`src/rtl/cs_pkg.sv`:
```
package cs_pkg;
  // Width of the averaging depth code; depths are 1 .. 2**(2**DEPTH_W-1)
  localparam int DEPTH_W = 3;
  // Guard bits so the largest sum of full-scale samples fits
  localparam int GUARD = (1 << DEPTH_W) - 1;

  typedef enum logic [1:0] {
    ST_IDLE = 2'd0,
    ST_SEL  = 2'd1,
    ST_REQ  = 2'd2,
    ST_WAIT = 2'd3
  } seq_state_t;

  function automatic int chan_w(input int n);
    return (n > 1) ? $clog2(n) : 1;
  endfunction
endpackage

```
`src/rtl/cs_chan_pick.sv`:
```
module cs_chan_pick import cs_pkg::*; #(
  parameter int NCH = 4,
  localparam int CW = chan_w(NCH)
) (
  input  logic [NCH-1:0] mask,
  input  logic [CW-1:0]  cur,
  input  logic           from_start,
  output logic           found,
  output logic [CW-1:0]  nxt,
  output logic           wrap
);
  logic [CW-1:0] lowest;
  logic [CW-1:0] above;
  logic          above_ok;

  // Lowest enabled index overall, and lowest enabled index above cur
  always_comb begin
    lowest   = '0;
    above    = '0;
    above_ok = 1'b0;
    for (int i = NCH - 1; i >= 0; i--) begin
      if (mask[i]) begin
        lowest = CW'(i);
        if (CW'(i) > cur) begin
          above    = CW'(i);
          above_ok = 1'b1;
        end
      end
    end
  end

  assign found = |mask;
  assign wrap  = !from_start && !above_ok;
  assign nxt   = (from_start || !above_ok) ? lowest : above;
endmodule

```
`src/rtl/cs_avg_accum.sv`:
```
module cs_avg_accum import cs_pkg::*; #(
  parameter int SW = 16,
  localparam int AW = SW + GUARD
) (
  input  logic                clk,
  input  logic                rst_n,
  input  logic                clr,
  input  logic                add,
  input  logic signed [SW-1:0] sample,
  input  logic [DEPTH_W-1:0]  shift,
  output logic                last,
  output logic signed [SW-1:0] avg
);
  logic signed [AW-1:0] acc_q;
  logic [GUARD-1:0]     cnt_q;
  logic signed [AW-1:0] smp_ext;
  logic signed [AW-1:0] sum_nx;
  logic signed [AW-1:0] half;
  logic signed [AW-1:0] rnd;
  logic [GUARD:0]       lim;

  assign smp_ext = sample;
  assign sum_nx  = acc_q + smp_ext;
  assign half    = (shift == '0) ? '0 : (AW'(1) << (shift - DEPTH_W'(1)));
  assign rnd     = (sum_nx + half) >>> shift;
  assign avg     = SW'(rnd);
  assign lim     = ((GUARD+1)'(1) << shift) - (GUARD+1)'(1);
  assign last    = ({1'b0, cnt_q} == lim);

  always_ff @(posedge clk) begin
    if (!rst_n || clr) begin
      acc_q <= '0;
      cnt_q <= '0;
    end else if (add) begin
      acc_q <= sum_nx;
      cnt_q <= cnt_q + GUARD'(1);
    end
  end
endmodule

```
`src/rtl/cs_result_bank.sv`:
```
module cs_result_bank import cs_pkg::*; #(
  parameter int NCH = 4,
  parameter int SW  = 16,
  localparam int CW = chan_w(NCH)
) (
  input  logic              clk,
  input  logic              rst_n,
  input  logic              wen,
  input  logic [CW-1:0]     wch,
  input  logic [SW-1:0]     wdata,
  output logic [NCH*SW-1:0] res_flat,
  output logic [NCH-1:0]    res_vld
);
  for (genvar g = 0; g < NCH; g++) begin : g_slot
    logic [SW-1:0] val_q;
    logic          hit;
    assign hit = wen && (wch == CW'(g));
    always_ff @(posedge clk) begin
      if (!rst_n) begin
        val_q      <= '0;
        res_vld[g] <= 1'b0;
      end else begin
        res_vld[g] <= hit;
        if (hit) val_q <= wdata;
      end
    end
    assign res_flat[g*SW +: SW] = val_q;
  end
endmodule

```
`src/rtl/conv_seq_avg.sv`:
```
module conv_seq_avg import cs_pkg::*; #(
  parameter int NCH = 4,
  parameter int SW  = 16,
  localparam int CW = chan_w(NCH)
) (
  input  logic                 clk,
  input  logic                 rst_n,
  input  logic [NCH-1:0]       chan_en,
  input  logic                 mode_cont,
  input  logic                 start,
  input  logic [DEPTH_W-1:0]   avg_code,
  input  logic                 pd_req,
  output logic                 cnv_req_valid,
  input  logic                 cnv_req_ready,
  output logic [CW-1:0]        cnv_req_chan,
  input  logic                 cnv_rsp_valid,
  output logic                 cnv_rsp_ready,
  input  logic signed [SW-1:0] cnv_rsp_data,
  output logic [NCH*SW-1:0]    res_flat,
  output logic [NCH-1:0]       res_vld,
  output logic                 data_rdy,
  output logic                 busy,
  output logic                 pwr_dn
);
  seq_state_t         state_q;
  logic [CW-1:0]      cur_q;
  logic [DEPTH_W-1:0] shift_q;
  logic               first_q;
  logic               rdy_q;

  logic               pk_found;
  logic [CW-1:0]      pk_nxt;
  logic               pk_wrap;
  logic               rsp_fire;
  logic               acc_add;
  logic               acc_last;
  logic signed [SW-1:0] acc_avg;
  logic               wr_en;
  logic               sel_go;

  cs_chan_pick #(.NCH(NCH)) pick_i (
    .mask       (chan_en),
    .cur        (cur_q),
    .from_start (first_q),
    .found      (pk_found),
    .nxt        (pk_nxt),
    .wrap       (pk_wrap)
  );

  assign rsp_fire = (state_q == ST_WAIT) && cnv_rsp_valid;
  assign acc_add  = rsp_fire && !pd_req;
  assign wr_en    = acc_add && acc_last;
  // A slot begins only with an enabled channel, no power-down, and either
  // more channels left in this pass or continuous mode at the wrap
  assign sel_go   = pk_found && !pd_req && (!pk_wrap || mode_cont);

  cs_avg_accum #(.SW(SW)) acc_i (
    .clk    (clk),
    .rst_n  (rst_n),
    .clr    (state_q == ST_SEL),
    .add    (acc_add),
    .sample (cnv_rsp_data),
    .shift  (shift_q),
    .last   (acc_last),
    .avg    (acc_avg)
  );

  cs_result_bank #(.NCH(NCH), .SW(SW)) bank_i (
    .clk      (clk),
    .rst_n    (rst_n),
    .wen      (wr_en),
    .wch      (cur_q),
    .wdata    (acc_avg),
    .res_flat (res_flat),
    .res_vld  (res_vld)
  );

  always_ff @(posedge clk) begin
    if (!rst_n) begin
      state_q <= ST_IDLE;
      cur_q   <= '0;
      shift_q <= '0;
      first_q <= 1'b0;
      rdy_q   <= 1'b0;
    end else begin
      unique case (state_q)
        ST_IDLE: begin
          if (start && (|chan_en) && !pd_req) begin
            rdy_q   <= 1'b0;
            first_q <= 1'b1;
            state_q <= ST_SEL;
          end
        end
        ST_SEL: begin
          if (sel_go) begin
            cur_q   <= pk_nxt;
            shift_q <= avg_code;
            first_q <= 1'b0;
            state_q <= ST_REQ;
          end else begin
            state_q <= ST_IDLE;
          end
        end
        ST_REQ: begin
          if (cnv_req_ready) state_q <= ST_WAIT;
        end
        ST_WAIT: begin
          if (rsp_fire) begin
            if (pd_req) begin
              state_q <= ST_IDLE;
            end else if (acc_last) begin
              if (pk_wrap) rdy_q <= 1'b1;
              state_q <= ST_SEL;
            end else begin
              state_q <= ST_REQ;
            end
          end
        end
        default: state_q <= ST_IDLE;
      endcase
    end
  end

  assign cnv_req_valid = (state_q == ST_REQ);
  assign cnv_req_chan  = cur_q;
  assign cnv_rsp_ready = (state_q == ST_WAIT);
  assign data_rdy      = rdy_q;
  assign busy          = (state_q != ST_IDLE);
  assign pwr_dn        = (state_q == ST_IDLE);
endmodule

```
`config.mk`:
```
export PLATFORM = sky130hd
export DESIGN_NAME = conv_seq_avg
export DESIGN_NICKNAME = d
export VERILOG_FILES = /design/src/rtl/cs_pkg.sv /design/src/rtl/cs_chan_pick.sv /design/src/rtl/cs_avg_accum.sv /design/src/rtl/cs_result_bank.sv /design/src/rtl/conv_seq_avg.sv
export SDC_FILE = /design/constraint.sdc
export NUM_CORES = 1
export LEC_CHECK = 0
export ABC_AREA = 1
export BUFFER_PORTS_ARGS = -buffer_cell sky130_fd_sc_hd__buf_4
export CAP_MARGIN = 20
export CELL_PAD_IN_SITES_DETAIL_PLACEMENT = 1
export CELL_PAD_IN_SITES_GLOBAL_PLACEMENT = 1
export CORE_ASPECT_RATIO = 1.5
export CORE_UTILIZATION = 40
export CTS_CLUSTER_SIZE = 12
export DETAILED_ROUTE_END_ITERATION = 16
export PLACE_DENSITY_LB_ADDON = 0.1
export SLEW_MARGIN = 5
export SYNTH_ARGS = -nofsm -noshare
export SYNTH_HDL_FRONTEND = slang
export SYNTH_SLANG_ARGS = --single-unit
```
`constraint.sdc`:
```
create_clock -name clk -period 5 [get_ports clk]
set_input_delay 1 -clock clk [delete_from_list [all_inputs] [get_ports clk]]
set_output_delay 1 -clock clk [all_outputs]
set_load 0.01 [all_outputs]
```
* Word level (Yosys, flattened, before mapping)
Index checks and enable logic that the tools add are counted.
Word-level totals: register bits 107, output and inout bits 75, logic and storage cells 110
Cells by class: add/sub/neg operators 5, order comparisons 4, equality and inequality tests 14, shifts and indexed selects 3, multiplexer cells 38, reductions and logical operators 31
Operators by type and width (number):
- two-way mux 2 bit | 19
- adder 23 x 16 -> 23 bit | 1
- adder 23 bit | 1
- two-way mux 23 bit | 1
- << shifter 1 x 3 -> 23 bit, first input constant | 1
- >>> shifter 23 x 3 -> 16 bit | 1
- two-way mux 1 bit | 15
- logical AND 1 bit | 12
- != test 2 x 1 -> 1 bit, second input constant | 5
- == test 2 bit, second input constant | 4
- == test 7 x 8 -> 1 bit | 1
- one-hot mux 2 bit (4 select lines) | 1
- << shifter 1 x 3 -> 8 bit, first input constant | 1
- subtractor 8 x 2 -> 8 bit, second input constant | 1
- adder 7 x 1 -> 7 bit, second input constant | 1
- AND reduction 3 bit | 2
- AND reduction 6 bit | 1
- nonzero test 2 bit | 3
- logical NOT 1 bit | 5
- == test 2 x 1 -> 1 bit, second input constant | 2
- greater-than comparator 1 x 2 -> 1 bit, first input constant | 2
- greater-than comparator 2 bit, first input constant | 2
- logical NOT 2 bit | 2
- != test 2 bit, second input constant | 2
- 6 further kinds | 9

* Logic depth before layout (Yosys ltp)
depth in word-level cells 16, mapped depth 29, mapped depth without buffers 29

* Modules after synthesis
A second synthesis with hierarchy kept.
Second synthesis, totals: cell total of the unflattened synthesis 1291, area, all modules 7762.4 um^2
By module, submodules not included:
- cs_avg_accum | times used 1, cells each 772, area each 4435.5 um^2
- cs_result_bank | times used 1, cells each 423, area each 2755.1 um^2
- conv_seq_avg | times used 1, cells each 70, area each 462.9 um^2
- cs_chan_pick | times used 1, cells each 26, area each 108.9 um^2

* Worst setup path after synthesis
Ideal clock, no wire load.
kind in2reg, start in cnv_rsp_data[0], end reg bank_i.g_slot[1].val_q[11], setup time 109 ps, data arrival time 3976 ps, required time 4891 ps, path slack 915 ps, stages on the path 29, buffers on the path 0, cell sequence ha_1 -> inv_1 -> fa_1 -> inv_1 -> nand3_1 -> nand3_1 -> nand2_1 -> nand2_1 -> xor2_1 -> ha_1 -> nand2_1 -> nor2_1 -> nand3_1 -> nand2_1 -> nand2_1 -> nand2_1 -> nand3_1 -> nor2_2 -> nand2_2 -> nor2_2 -> nand2_1 -> nand2_1 -> nand3_1 -> nand3_1 -> nand2_1 -> nand2_1 -> nand3_1 -> nand2_1 -> inv_1
Between the ends: word-level cells in the longest chain between the ends 3
Ends and longest elaborated chain:
- from (decl) | line conv_seq_avg.sv:18 | input logic signed [SW-1:0] cnv_rsp_data,
- adder 23 x 16 -> 23 bit | line cs_avg_accum.sv:23 | assign sum_nx = acc_q + smp_ext;
- named net acc_i.sum_nx[6] | line cs_avg_accum.sv:17 | logic signed [AW-1:0] sum_nx;
- adder 23 bit | line cs_avg_accum.sv:25 | assign rnd = (sum_nx + half) >>> shift;
- >>> shifter 23 x 3 -> 16 bit | line cs_avg_accum.sv:25
- to (signal assigned) | line cs_result_bank.sv:24 | if (hit) val_q <= wdata;
- to (decl) | line cs_result_bank.sv:15 | logic [SW-1:0] val_q;
The timed path passes the listed nets, and every way through them passes these cells. A chain may end at the register's enable or synchronous reset.

* Worst setup path in the final report
start in cnv_rsp_data[0], end reg bank_i.g_slot[3].val_q[13]
Between the ends: word-level cells in the longest chain between the ends 3
Ends and longest elaborated chain (line):
- adder 23 x 16 -> 23 bit | cs_avg_accum.sv:23
- named net acc_i.sum_nx[6] | cs_avg_accum.sv:17
- adder 23 bit | cs_avg_accum.sv:25
- >>> shifter 23 x 3 -> 16 bit | cs_avg_accum.sv:25
- to (signal assigned) | cs_result_bank.sv:24
- to (decl) | cs_result_bank.sv:15
The timed path passes the listed nets, and every way through them passes these cells.

==> out/results.ini <==
[route]
wire_per_inst_um = 16.1
ant_nets = 0
drt_wl_total_um = 25600
dr.pass1.iters = 4
drc = 0
drt_iter0_markers = 429
drt-vias-per-instance = 5.15
vias = 8181

[setup_path]
crit_path_end_kind = register
cp.arrival_ns = 4.71
cp.required_ns = 5.26
crit_path_max_fanout = 5
cp-start-kind = input port
crit_type = input port to register

[clocking]
cts_root_buf = clkbuf_16
post_cts_resized = 0
cts_buffers = 9
clk_latency_ns = 0.37
cts_setup_buffers = 0
clock_path_buffers = 2
clk_pin_slew_ns = 0.08
ctsHoldBuffers = 0
clkSinkCount = 107
h-tree-depth = 3
cts_tree = built

[global_routing]
grt_overflow = 0
antenna_found_initial = 0
grt_pass1_wl_um = 42000
grt_pass1_vias = 8319
grt_start_max_net_pins = 49
grt_usage_pct = 27.7

[sta]
tns_ns = 0
layout_min_cycle_time_ns = 4.45
worst_slack_ns = 0.549
fin_crit_sh_pct = 89.0
skew_ns = 0.0124
fin_hold_ws_ns = 0.470
finalSetupViolCount = 0
hold_violations = 0
rsz0062_at_grt = no
tightest_slew_ns = 0.832
max_freq_ghz = 0.225
maxSlewViolCount = 0
max-slew-margin-rel_pct = 44.5

[floorplan]
die_h_um = 170
placementRows = 61
dieWidth_um = 114
start_util_pct = 40.8
die_area_sq_um = 19400
io_pins = 105
core_region_area_sq_um = 18500

[place]
portBuffers = 104
dp.cells = 1573
place.gp.congestion = 0.943
hpwl_um = 20500
dpl_worst_slack_ns = 0.141

[final_layout]
drive_gt1_share_pct = 13.2
final_cells = 1589
diodes = 0
layout.nets = 1396
post-route-util_pct = 47.8
multi_input_area_sq_um = 4500
fillers = 2602
synthToLayoutAreaGrowth_pct = 17.0
final-seq-area_sq_um = 2140
final_common_cell = nand2_1
layout_common_cells = nand2_1, nor2_1, inv_1, nand3_1, buf_4

[power]
p_sw_mw = 0.897
irDropWorstVdd_uv = 137
seq_power_share_pct = 37.4
intPower_mw = 1.50
clkPwrFrac_pct = 31.8
p_leak_nw = 4.65
comb_power_share_pct = 30.8
p_per_area_nw_per_um2 = 271
switching_share_pct = 37.5

[synthesis]
synth_ff_type = dfxtp_1
seq_area_frac_synth_pct = 28.4
synth-edff-count = 0
ys_seq_elements = 107
syn_area_sq_um = 7540
synth.distinct_cells = 42
synth.yosys.warnings = 0
syn_inst = 1244
async_flop_share_pct = 0
syn_avg_cell_area_sq_um = 6.06
synth_nets = 1308

[min_path]
hp-class = register to register

[job]
maxCapViolations = 0

[outcome]
status = completed

## final timing paths
| path | slack (ns) | cells after the start | start | endpoint |
|---|---|---|---|---|
| setup / recovery | 0.55 | 28 | cnv_rsp_data[0] | bank_i.g_slot[3].val_q[13]$_SDFFE_PN0P_ |
| hold / removal | 0.47 | 2 | data_rdy$_SDFFE_PN0P_ | data_rdy$_SDFFE_PN0P_ |
| setup reg to reg | 0.92 | 27 | acc_i.acc_q[0]$_SDFFE_PP0P_ | bank_i.g_slot[3].val_q[13]$_SDFFE_PN0P_ |
| hold reg to reg | 0.47 | 2 | data_rdy$_SDFFE_PN0P_ | data_rdy$_SDFFE_PN0P_ |
## metal layers
layer	part of all wire (%)	wire, um	vias up	GRT usage, %
met1	39	10100	3855	29.0
met4	4.9	1240	0	15.8
met2	54	13700	142	53.1
met3	2.2	552	59	2.60
li1	-	-	4125	-
met5	0	0	-	0
## flip-flops by register name, indices dropped and copies added (netlist names)
register	flops
data_rdy	1
state_q	2
bank_i.g_slot.val_q	64
bank_i.res_vld	4
cnv_req_chan	2
acc_i.acc_q	23
shift_q	3
first_q	1
acc_i.cnt_q	7
## worst max-delay path: stages
cell and delay [ns]:
buf_4 0.08, ha_1 0.17, inv_1 0.07, fa_1 0.41
inv_1 0.11, nand3_1 0.07, nand3_1 0.18, nand2_1 0.08
nand2_1 0.11, xor2_1 0.09, ha_1 0.36, nand2_1 0.09
nor2_1 0.10, nand3_1 0.08, nand2_1 0.08, nand2_1 0.08
nand2_1 0.08, nand3_1 0.09, nor2_2 0.18, nand2_2 0.12
nor2_2 0.17, nand2_1 0.10, nand3_1 0.12, nand3_1 0.10
nand3_1 0.10, nand3_1 0.24, nor2_1 0.18, nor2_1 0.06
## cell type report
class	instances	share of cell area, %
clock inverter	6	0.837
clock buffer	10	2.60
inverter	184	7.83
tap	252	3.57
timing repair buffer	116	9.87
sequential	107	24.3
multi-input combinational	914	51.0
## stage by stage
step                      power (mW)  area, sq um
after floorplan                 1.41         7540
after global placement          1.64         8520
after detailed placement        1.65         8520
after CTS                       2.42         8820
after global routing            2.53         8820
final                           2.39         8820
## power groups by stage
stage	logic, mW	clock network (mW)	registers, mW
finish	0.738	0.761	0.895
global route	0.828	0.805	0.899
CTS	0.746	0.781	0.895
detailed placement	0.736	0	0.915
global placement	0.725	0	0.914
floorplan	0.506	0	0.906
## cells by family after synthesis
logic type	count (synthesis)	share of synthesized area (%)
xor+xnor	26	3.02
buf+inv	223	12.0
other cells	1	0.0497
simple gates	718	40.3
compound gates	135	10.4
flops	107	28.4
fa+ha+maj	34	5.84
## Yosys cell counts (all sizes together), types with 3 or more instances
| master | n | area (sq um) |
|---|---|---|
| or2 | 5 | 31.3 |
| nand3b | 4 | 30.0 |
| o21bai | 3 | 22.5 |
| o211ai | 28 | 210 |
| nand2 | 322 | 1210 |
| xnor2 | 9 | 78.8 |
| dfxtp | 107 | 2140 |
| inv | 184 | 691 |
| nand4 | 23 | 144 |
| nor2 | 216 | 833 |
| and2 | 3 | 20.0 |
| o21ai | 56 | 280 |
| xor2 | 17 | 149 |
| a31oi | 5 | 31.3 |
| nor4 | 3 | 18.8 |
| ha | 32 | 400 |
| a21oi | 37 | 193 |
| clkbuf | 18 | 67.6 |
| nand3 | 131 | 668 |
| buf | 21 | 144 |
| nor3 | 9 | 67.6 |
No activity file was read; power rests on OpenSTA's default activity.
